File: config.mk
export PLATFORM = sky130hd
export DESIGN_NAME = dbg_trig_seq
export DESIGN_NICKNAME = d
export VERILOG_FILES = /design/src/rtl/dbg_trig_pkg.sv /design/src/rtl/dbg_mode_dec.sv /design/src/rtl/dbg_flag_bank.sv /design/src/rtl/dbg_trig_ctrl.sv /design/src/rtl/dbg_trig_seq.sv
export SDC_FILE = /design/constraint.sdc
export NUM_CORES = 1
export LEC_CHECK = 0
export ABC_AREA = 1
export BUFFER_PORTS_ARGS = -buffer_cell sky130_fd_sc_hd__clkbuf_2
export CAP_MARGIN = 20
export CORE_AREA = 2 2 39 41
export DETAILED_ROUTE_END_ITERATION = 6
export DIE_AREA = 0 0 41 43
export PLACE_DENSITY = 0.59
export SETUP_SLACK_MARGIN = 0.2
export SYNTH_ARGS = -nofsm -noshare
export SYNTH_HDL_FRONTEND = slang
export SYNTH_HIERARCHICAL = 1
export SYNTH_SLANG_ARGS = --single-unit
File: constraint.sdc
create_clock -name clk_i -period 1.2 [get_ports clk_i]
set_input_delay 0.3 -clock clk_i [delete_from_list [all_inputs] [get_ports clk_i]]
set_output_delay 0.3 -clock clk_i [all_outputs]
set_load 0.01 [all_outputs]
File: src/rtl/dbg_trig_pkg.sv
package dbg_trig_pkg;
  localparam int unsigned MODE_W    = 4;
  localparam int unsigned NUM_MODES = 9;
  localparam int unsigned NUM_CMP   = 2;

  typedef enum logic [MODE_W-1:0] {
    MODE_A_ONLY   = 4'd0,
    MODE_A_OR_B   = 4'd1,
    MODE_A_THEN_B = 4'd2
  } trig_mode_e;

  typedef struct packed {
    logic use_b;  // B comparator takes part
    logic seq;    // B only counts after A
  } mode_cfg_t;
endpackage

File: src/rtl/dbg_mode_dec.sv
module dbg_mode_dec
  import dbg_trig_pkg::*;
#(
  parameter int unsigned MW = MODE_W,
  parameter int unsigned NM = NUM_MODES
) (
  input  logic [MW-1:0] mode_i,
  output mode_cfg_t     cfg_o
);
  localparam logic [MW-1:0] LAST_MODE = MW'(NM - 1);

  always_comb begin
    cfg_o = '{use_b: 1'b0, seq: 1'b0};
    if (mode_i <= LAST_MODE) begin
      unique case (mode_i)
        MW'(MODE_A_OR_B):   cfg_o = '{use_b: 1'b1, seq: 1'b0};
        MW'(MODE_A_THEN_B): cfg_o = '{use_b: 1'b1, seq: 1'b1};
        default:            cfg_o = '{use_b: 1'b0, seq: 1'b0};
      endcase
    end
  end
endmodule

File: src/rtl/dbg_flag_bank.sv
module dbg_flag_bank #(
  parameter int unsigned N = 2
) (
  input  logic         clk_i,
  input  logic         rst_ni,
  input  logic         clr_i,
  input  logic [N-1:0] set_i,
  output logic [N-1:0] q_o
);
  for (genvar g = 0; g < N; g++) begin : g_flag
    always_ff @(posedge clk_i or negedge rst_ni) begin
      if (!rst_ni)       q_o[g] <= 1'b0;
      else if (clr_i)    q_o[g] <= 1'b0;
      else if (set_i[g]) q_o[g] <= 1'b1;
    end
  end
endmodule

File: src/rtl/dbg_trig_ctrl.sv
module dbg_trig_ctrl (
  input  logic clk_i,
  input  logic rst_ni,
  input  logic arm_go_i,
  input  logic arm_stop_i,
  input  logic fire_i,
  input  logic end_trig_i,
  output logic arm_o,
  output logic fired_o,
  output logic trig_o,
  output logic disarm_o
);
  always_ff @(posedge clk_i or negedge rst_ni) begin
    if (!rst_ni) begin
      arm_o    <= 1'b0;
      fired_o  <= 1'b0;
      trig_o   <= 1'b0;
      disarm_o <= 1'b0;
    end else begin
      trig_o   <= 1'b0;
      disarm_o <= 1'b0;
      if (arm_stop_i) begin
        arm_o <= 1'b0;
      end else if (arm_go_i) begin
        arm_o   <= 1'b1;
        fired_o <= 1'b0;
      end else if (fire_i) begin
        trig_o  <= 1'b1;
        fired_o <= 1'b1;
        if (end_trig_i) begin
          arm_o    <= 1'b0;
          disarm_o <= 1'b1;
        end
      end
    end
  end
endmodule

File: src/rtl/dbg_trig_seq.sv
module dbg_trig_seq
  import dbg_trig_pkg::*;
#(
  parameter int unsigned MW = MODE_W
) (
  input  logic          clk_i,
  input  logic          rst_ni,
  input  logic          dbg_en_i,
  input  logic          arm_set_i,
  input  logic          arm_clr_i,
  input  logic          end_trig_i,
  input  logic [MW-1:0] mode_i,
  input  logic          match_a_i,
  input  logic          match_b_i,
  output logic          arm_o,
  output logic          flag_a_o,
  output logic          flag_b_o,
  output logic          flag_c_o,
  output logic          trig_o,
  output logic          disarm_o
);
  localparam int unsigned IDX_A = 0;
  localparam int unsigned IDX_B = 1;

  mode_cfg_t          cfg;
  logic               arm_q, fired_q, arm_go, live, hit_a, hit_b, fire;
  logic [NUM_CMP-1:0] flags_q, flag_set;

  dbg_mode_dec #(.MW(MW), .NM(NUM_MODES)) u_dec (
    .mode_i (mode_i),
    .cfg_o  (cfg)
  );

  assign arm_go = arm_set_i & ~arm_clr_i;
  // no crediting in a cycle that touches the arm bit
  assign live   = arm_q & dbg_en_i & ~fired_q & ~arm_set_i & ~arm_clr_i;
  assign hit_a  = live & match_a_i;
  // same-cycle A does not qualify B: uses registered flag A
  assign hit_b  = live & match_b_i & cfg.use_b & (~cfg.seq | flags_q[IDX_A]);
  assign fire   = (hit_a & ~cfg.seq) | hit_b;

  always_comb begin
    flag_set        = '0;
    flag_set[IDX_A] = hit_a;
    flag_set[IDX_B] = hit_b;
  end

  dbg_flag_bank #(.N(NUM_CMP)) u_flags (
    .clk_i  (clk_i),
    .rst_ni (rst_ni),
    .clr_i  (arm_go),
    .set_i  (flag_set),
    .q_o    (flags_q)
  );

  dbg_trig_ctrl u_ctrl (
    .clk_i      (clk_i),
    .rst_ni     (rst_ni),
    .arm_go_i   (arm_go),
    .arm_stop_i (arm_clr_i),
    .fire_i     (fire),
    .end_trig_i (end_trig_i),
    .arm_o      (arm_q),
    .fired_o    (fired_q),
    .trig_o     (trig_o),
    .disarm_o   (disarm_o)
  );

  assign arm_o    = arm_q;
  assign flag_a_o = flags_q[IDX_A];
  assign flag_b_o = flags_q[IDX_B];
  assign flag_c_o = fired_q;
endmodule

After elaboration in Yosys (flattened, before gate mapping)
Index checks and enable logic that the tools add are counted.
Operators by class
  bitwise operators: 16
  magnitude comparators: 1
  muxes and demuxes: 19
  reduce and logical (&&, ||, !) cells: 7
  eq/ne operators: 2
Operator list (count)
  $mux 1: 17
  $and 1x1->1: 10
  $reduce_bool 2->1: 3
  $reduce_bool 3->1: 2
  $eq 4x1->1 const B: 1
  $eq 4x2->1 const B: 1
  $le 4x4->1 const B: 1
  $not 1->1: 4
  $pmux 2 s2: 1
  $reduce_and 2->1: 2
  $mux 2: 1
  $or 1x1->1: 2
Storage, ports and cells
  output and inout bits: 6
  input port bits: 12
  word-level logic and storage cells: 51
  register bits: 6

Longest topological paths before layout
  depth after elaboration: 11
  gate-level depth with buffers: 12
  mapped depth without buffers: 12

Hierarchy
The synthesis kept the hierarchy.
By module, submodules not included
  dbg_trig_ctrl: cells an instance 16, times used 1, area an instance 151.4 um^2, sequential area each 100.1 um^2
  dbg_trig_seq: cells an instance 18, times used 1, area an instance 77.6 um^2, sequential area each 0.0 um^2
  dbg_flag_bank: cells an instance 6, times used 1, area an instance 65.1 um^2, sequential area each 50.0 um^2
  dbg_mode_dec: cells an instance 9, times used 1, area an instance 36.3 um^2, sequential area each 0.0 um^2

Least setup slack after synthesis
Ideal clock, no wire load.
  path type: input -> register
  start: input port mode_i[3]
  end: register u_ctrl.arm_o
  library setup time: 0.118 ns
  slack: 0.147 ns
  path buffers: 0
  data required time: 1.082 ns
  arrival: 0.936 ns
  stages: 10
  path through: nor2_2 -> nand2_1 -> nand2_1 -> nand2_1 -> nor2_1 -> nand2_1 -> nand2_1 -> nand2_1 -> nand3_1 -> nand2_1
RTL lines
  start, declared: RTL line dbg_trig_seq.sv:12  | input logic [MW-1:0] mode_i,
  end signal, assigned: RTL line dbg_trig_ctrl.sv:15  | arm_o <= 1'b0;
  end signal, assigned: RTL line dbg_trig_ctrl.sv:23  | arm_o <= 1'b0;
  end signal, assigned: RTL line dbg_trig_ctrl.sv:25  | arm_o <= 1'b1;
  end, declared: RTL line dbg_trig_ctrl.sv:8  | output logic arm_o,

Final worst setup path
  start: register u_ctrl.fired_o
  end: register u_ctrl.arm_o
On the way
  word-level cells in the longest chain between the ends: 10
  elaborated cells on any way between the ends: 12
  classes of those cells: bitwise: 10; reduce/logical: 2
Ends and longest elaborated chain
  start, declared: RTL line dbg_trig_ctrl.sv:9  | output logic fired_o,
  start signal, assigned: RTL line dbg_trig_ctrl.sv:16  | fired_o <= 1'b0;
  start signal, assigned: RTL line dbg_trig_ctrl.sv:26  | fired_o <= 1'b0;
  start signal, assigned: RTL line dbg_trig_ctrl.sv:29  | fired_o <= 1'b1;
  $not 1->1 *: RTL line dbg_trig_seq.sv:36  | assign live = arm_q & dbg_en_i & ~fired_q & ~arm_set_i & ~arm_clr_i;
  $and 1x1->1 * (3 in a row): RTL line dbg_trig_seq.sv:36
  $and 1x1->1 (3 in a row): RTL line dbg_trig_seq.sv:39  | assign hit_b = live & match_b_i & cfg.use_b & (~cfg.seq | flags_q[IDX_A]);
  $or 1x1->1 *: RTL line dbg_trig_seq.sv:40  | assign fire = (hit_a & ~cfg.seq) | hit_b;
  via fire: RTL line dbg_trig_seq.sv:26  | logic arm_q, fired_q, arm_go, live, hit_a, hit_b, fire;
  $reduce_bool 3->1 (no source line) *
  $reduce_and 2->1 (no source line) *
  end signal, assigned: RTL line dbg_trig_ctrl.sv:23
  end signal, assigned: RTL line dbg_trig_ctrl.sv:25
  end signal, assigned: RTL line dbg_trig_ctrl.sv:31  | arm_o <= 1'b0;
The timed path passes the listed nets; every way through them passes the cells marked *.
A chain may end at the register's enable or synchronous reset.

==> results.yml <==
grt:
  antenna_found_initial: 0
  grt_first_pass_wirelength_mm: 1.19
  grt_max_degree: 7
  gr-total-overflow: 0
  grt_pass1_vias: 317
  grt_usage: 0.103
setup_path:
  reg2reg_slack_ns: 0.05
  reg2reg_depth: 8
  end_kind: "flip-flop"
  critPathKind: "reg2reg"
  cp.required_ns: 1.33
  r2r-end: "u_ctrl/arm_o$_DFFE_PN0P_"
  cp_data_arrival_time_ns: 1.27
  start_kind: "flip-flop"
  crit_fanout: 4
  r2r-start: "u_ctrl/fired_o$_DFFE_PN0P_"
finish:
  area.growth.synth_to_final_pct: 67.4
  fillers: 140
  final_util: 0.400
  drive_gt1_frac: 0.520
  final_cell_mix: "10 x inv_1, 10 x nor2_1, 10 x clkbuf_2, 8 x nand2_1"
  n_antenna_cell: 0
  multi_input_area_um2: 173
  final_net_count: 89
  design_area_um2: 553
  final_cells: 91
  seqCellArea_um2: 150
timing:
  setup_viol: 0
  worst_slack_ns: 0.0549
  fin_crit_ns: 1.15
  min_period_over_period: 0.954
  final_hold_viol_count: 0
  clock.fmax_mhz: 873
  worstMarginPinSlew_ns: 0.328
  drv_slew: 0
  rsz0062_at_grt: "true"
  fin_worst_skew_ns: 0.00473
  slew_headroom: 0.780
die:
  start_util: 0.239
  ioPinCount: 18
  die-area_mm2: 0.00176
  die_w_um: 41
  fp-row-count: 14
  coreArea_mm2: 0.00138
  die_h_um: 43
route:
  wl_per_cell_um: 8.44
  wl_um: 768
  drt_iter0_markers: 8
  routed-via-count: 369
  firstDrtPassIters: 4
  vias_per_cell: 4.05
  drc_errors: 0
  ant_nets: 0
min_path:
  hold_depth: 3
  hold_class: "in2reg"
  hold_start: "end_trig_i"
  hold_path_end: "u_ctrl/disarm_o$_DFF_PN0_"
clocking:
  cts_max_level: 1
  cts_buffer_depth: 2
  cts_tree: "done"
  cts_root_buffer: "clkbuf_4"
  cts_buffers: 3
  clk_pin_slew_ns: 0.05
  clock_sinks: 6
  clk-insertion-delay-late_ns: 0.24
power_and_ir_drop:
  ir_drop_v: 0.000704
  power_per_cell_area_mw_per_mm2: 881
  power_uw: 487
  p_leak_nw: 0.326
synthesis:
  syn_avg_cell_area_um2: 6.74
  netlist_instances: 49
  ys_seq_area_frac: 0.455
  synth_nets: 61
  synth.top_cells.by_area: "dfrtp_1 45%, inv_1 14%, nor2_1 14%"
  yosysTopAreaCellShare: 0.455
  synth_top_area_cell: "dfrtp_1"
  synth_warnings: 6
  ys_ff_latch: 6
  syn-cell-area_um2: 330
  synth_cell_types: 10
placed_design:
  place_ws_ns: -0.156
  hpwlAfterDp_um: 578
  io_buffers: 17
  place.gp.congestion: 0.741
  dp_cells: 84
  place_area_um2: 463
status:
  status: "finished, final reports clean"
flow_run:
  cap_violations: 0
==> stage by stage <==
stage	TNS [ns]	hold slack, ns
finish	0	0.296
global placement	-0.370	0.132
global route	-0.144	0.302
floorplan	0	0.00441
CTS	0	0.296
detailed placement	-0.353	0.134
==> kinds of logic after synthesis <==
logic type	count (synthesis)	share of synthesized area
compound gates	1	0.0151
flops	6	0.455
simple gates	30	0.394
buf+inv	12	0.136
==> layer usage <==
metal	vias up	GRT usage	routed length (um)
met4	0	0.0200	0
li1	196	-	-
met3	0	0.0628	92
met5	-	0	0
met2	18	0.147	366
met1	155	0.132	308
==> synth_stat cells <==
cell and n:
and3_2 1, a21oi_1 1, nand3_1 2, nor3_1 1, nor2_1 12, dfrtp_1 6
inv_1 12, nand2_1 10, nand4_1 1, nor2_2 3
==> state kept, by name, summed over array words and instances (netlist names) <==
| signal | cells |
|---|---|
| u_ctrl/disarm_o | 1 |
| u_ctrl/trig_o | 1 |
| u_ctrl/fired_o | 1 |
| u_ctrl/arm_o | 1 |
| u_flags/q_o | 2 |
==> layout make-up <==
type                            count  area share
Clock buffer                        3      0.0407
Inverter                           12      0.0950
Multi-Input combinational cell     31       0.312
Sequential cell                     6       0.271
Tap cell                           16      0.0362
Timing Repair Buffer               23       0.244
==> how the worst max path moves through the flow <==
stage / startpoint / endpoint / cells after the start
final: u_ctrl/fired_o$_DFFE_PN0P_ / u_ctrl/arm_o$_DFFE_PN0P_ / 8
after global routing: u_ctrl/fired_o$_DFFE_PN0P_ / u_ctrl/fired_o$_DFFE_PN0P_ / 7
after floorplan: mode_i[1] / u_ctrl/disarm_o$_DFF_PN0_ / 10
after detailed placement: mode_i[1] / u_ctrl/disarm_o$_DFF_PN0_ / 11
after global placement: mode_i[1] / u_ctrl/disarm_o$_DFF_PN0_ / 11
after CTS: u_ctrl/fired_o$_DFFE_PN0P_ / u_ctrl/arm_o$_DFFE_PN0P_ / 8
==> power breakdown <==
| part | internal, mW | switching, mW |
|---|---|---|
| combinational | 0.0429 | 0.0452 |
| sequential | 0.209 | 0.00692 |
| clock | 0.113 | 0.0700 |
==> critical path: stages (launching register included) <==
cell     delay, ns
dfrtp_1       0.41
inv_1         0.08
nand3_2       0.05
nor2_1        0.12
nand2_1       0.09
nand2_2       0.10
nand2_2       0.07
nand3_2       0.05
nand2_1       0.05
==> repair_timing <==
item	4_1_cts	5_1_grt
endpoints found under the setup margin	10	12
pin swaps	3	5
hold buffers	1	0
buffers inserted	2	1
gates resized for setup	1	17
endpoints found under the hold margin	6	0
(Power assumes the default switching activity.)
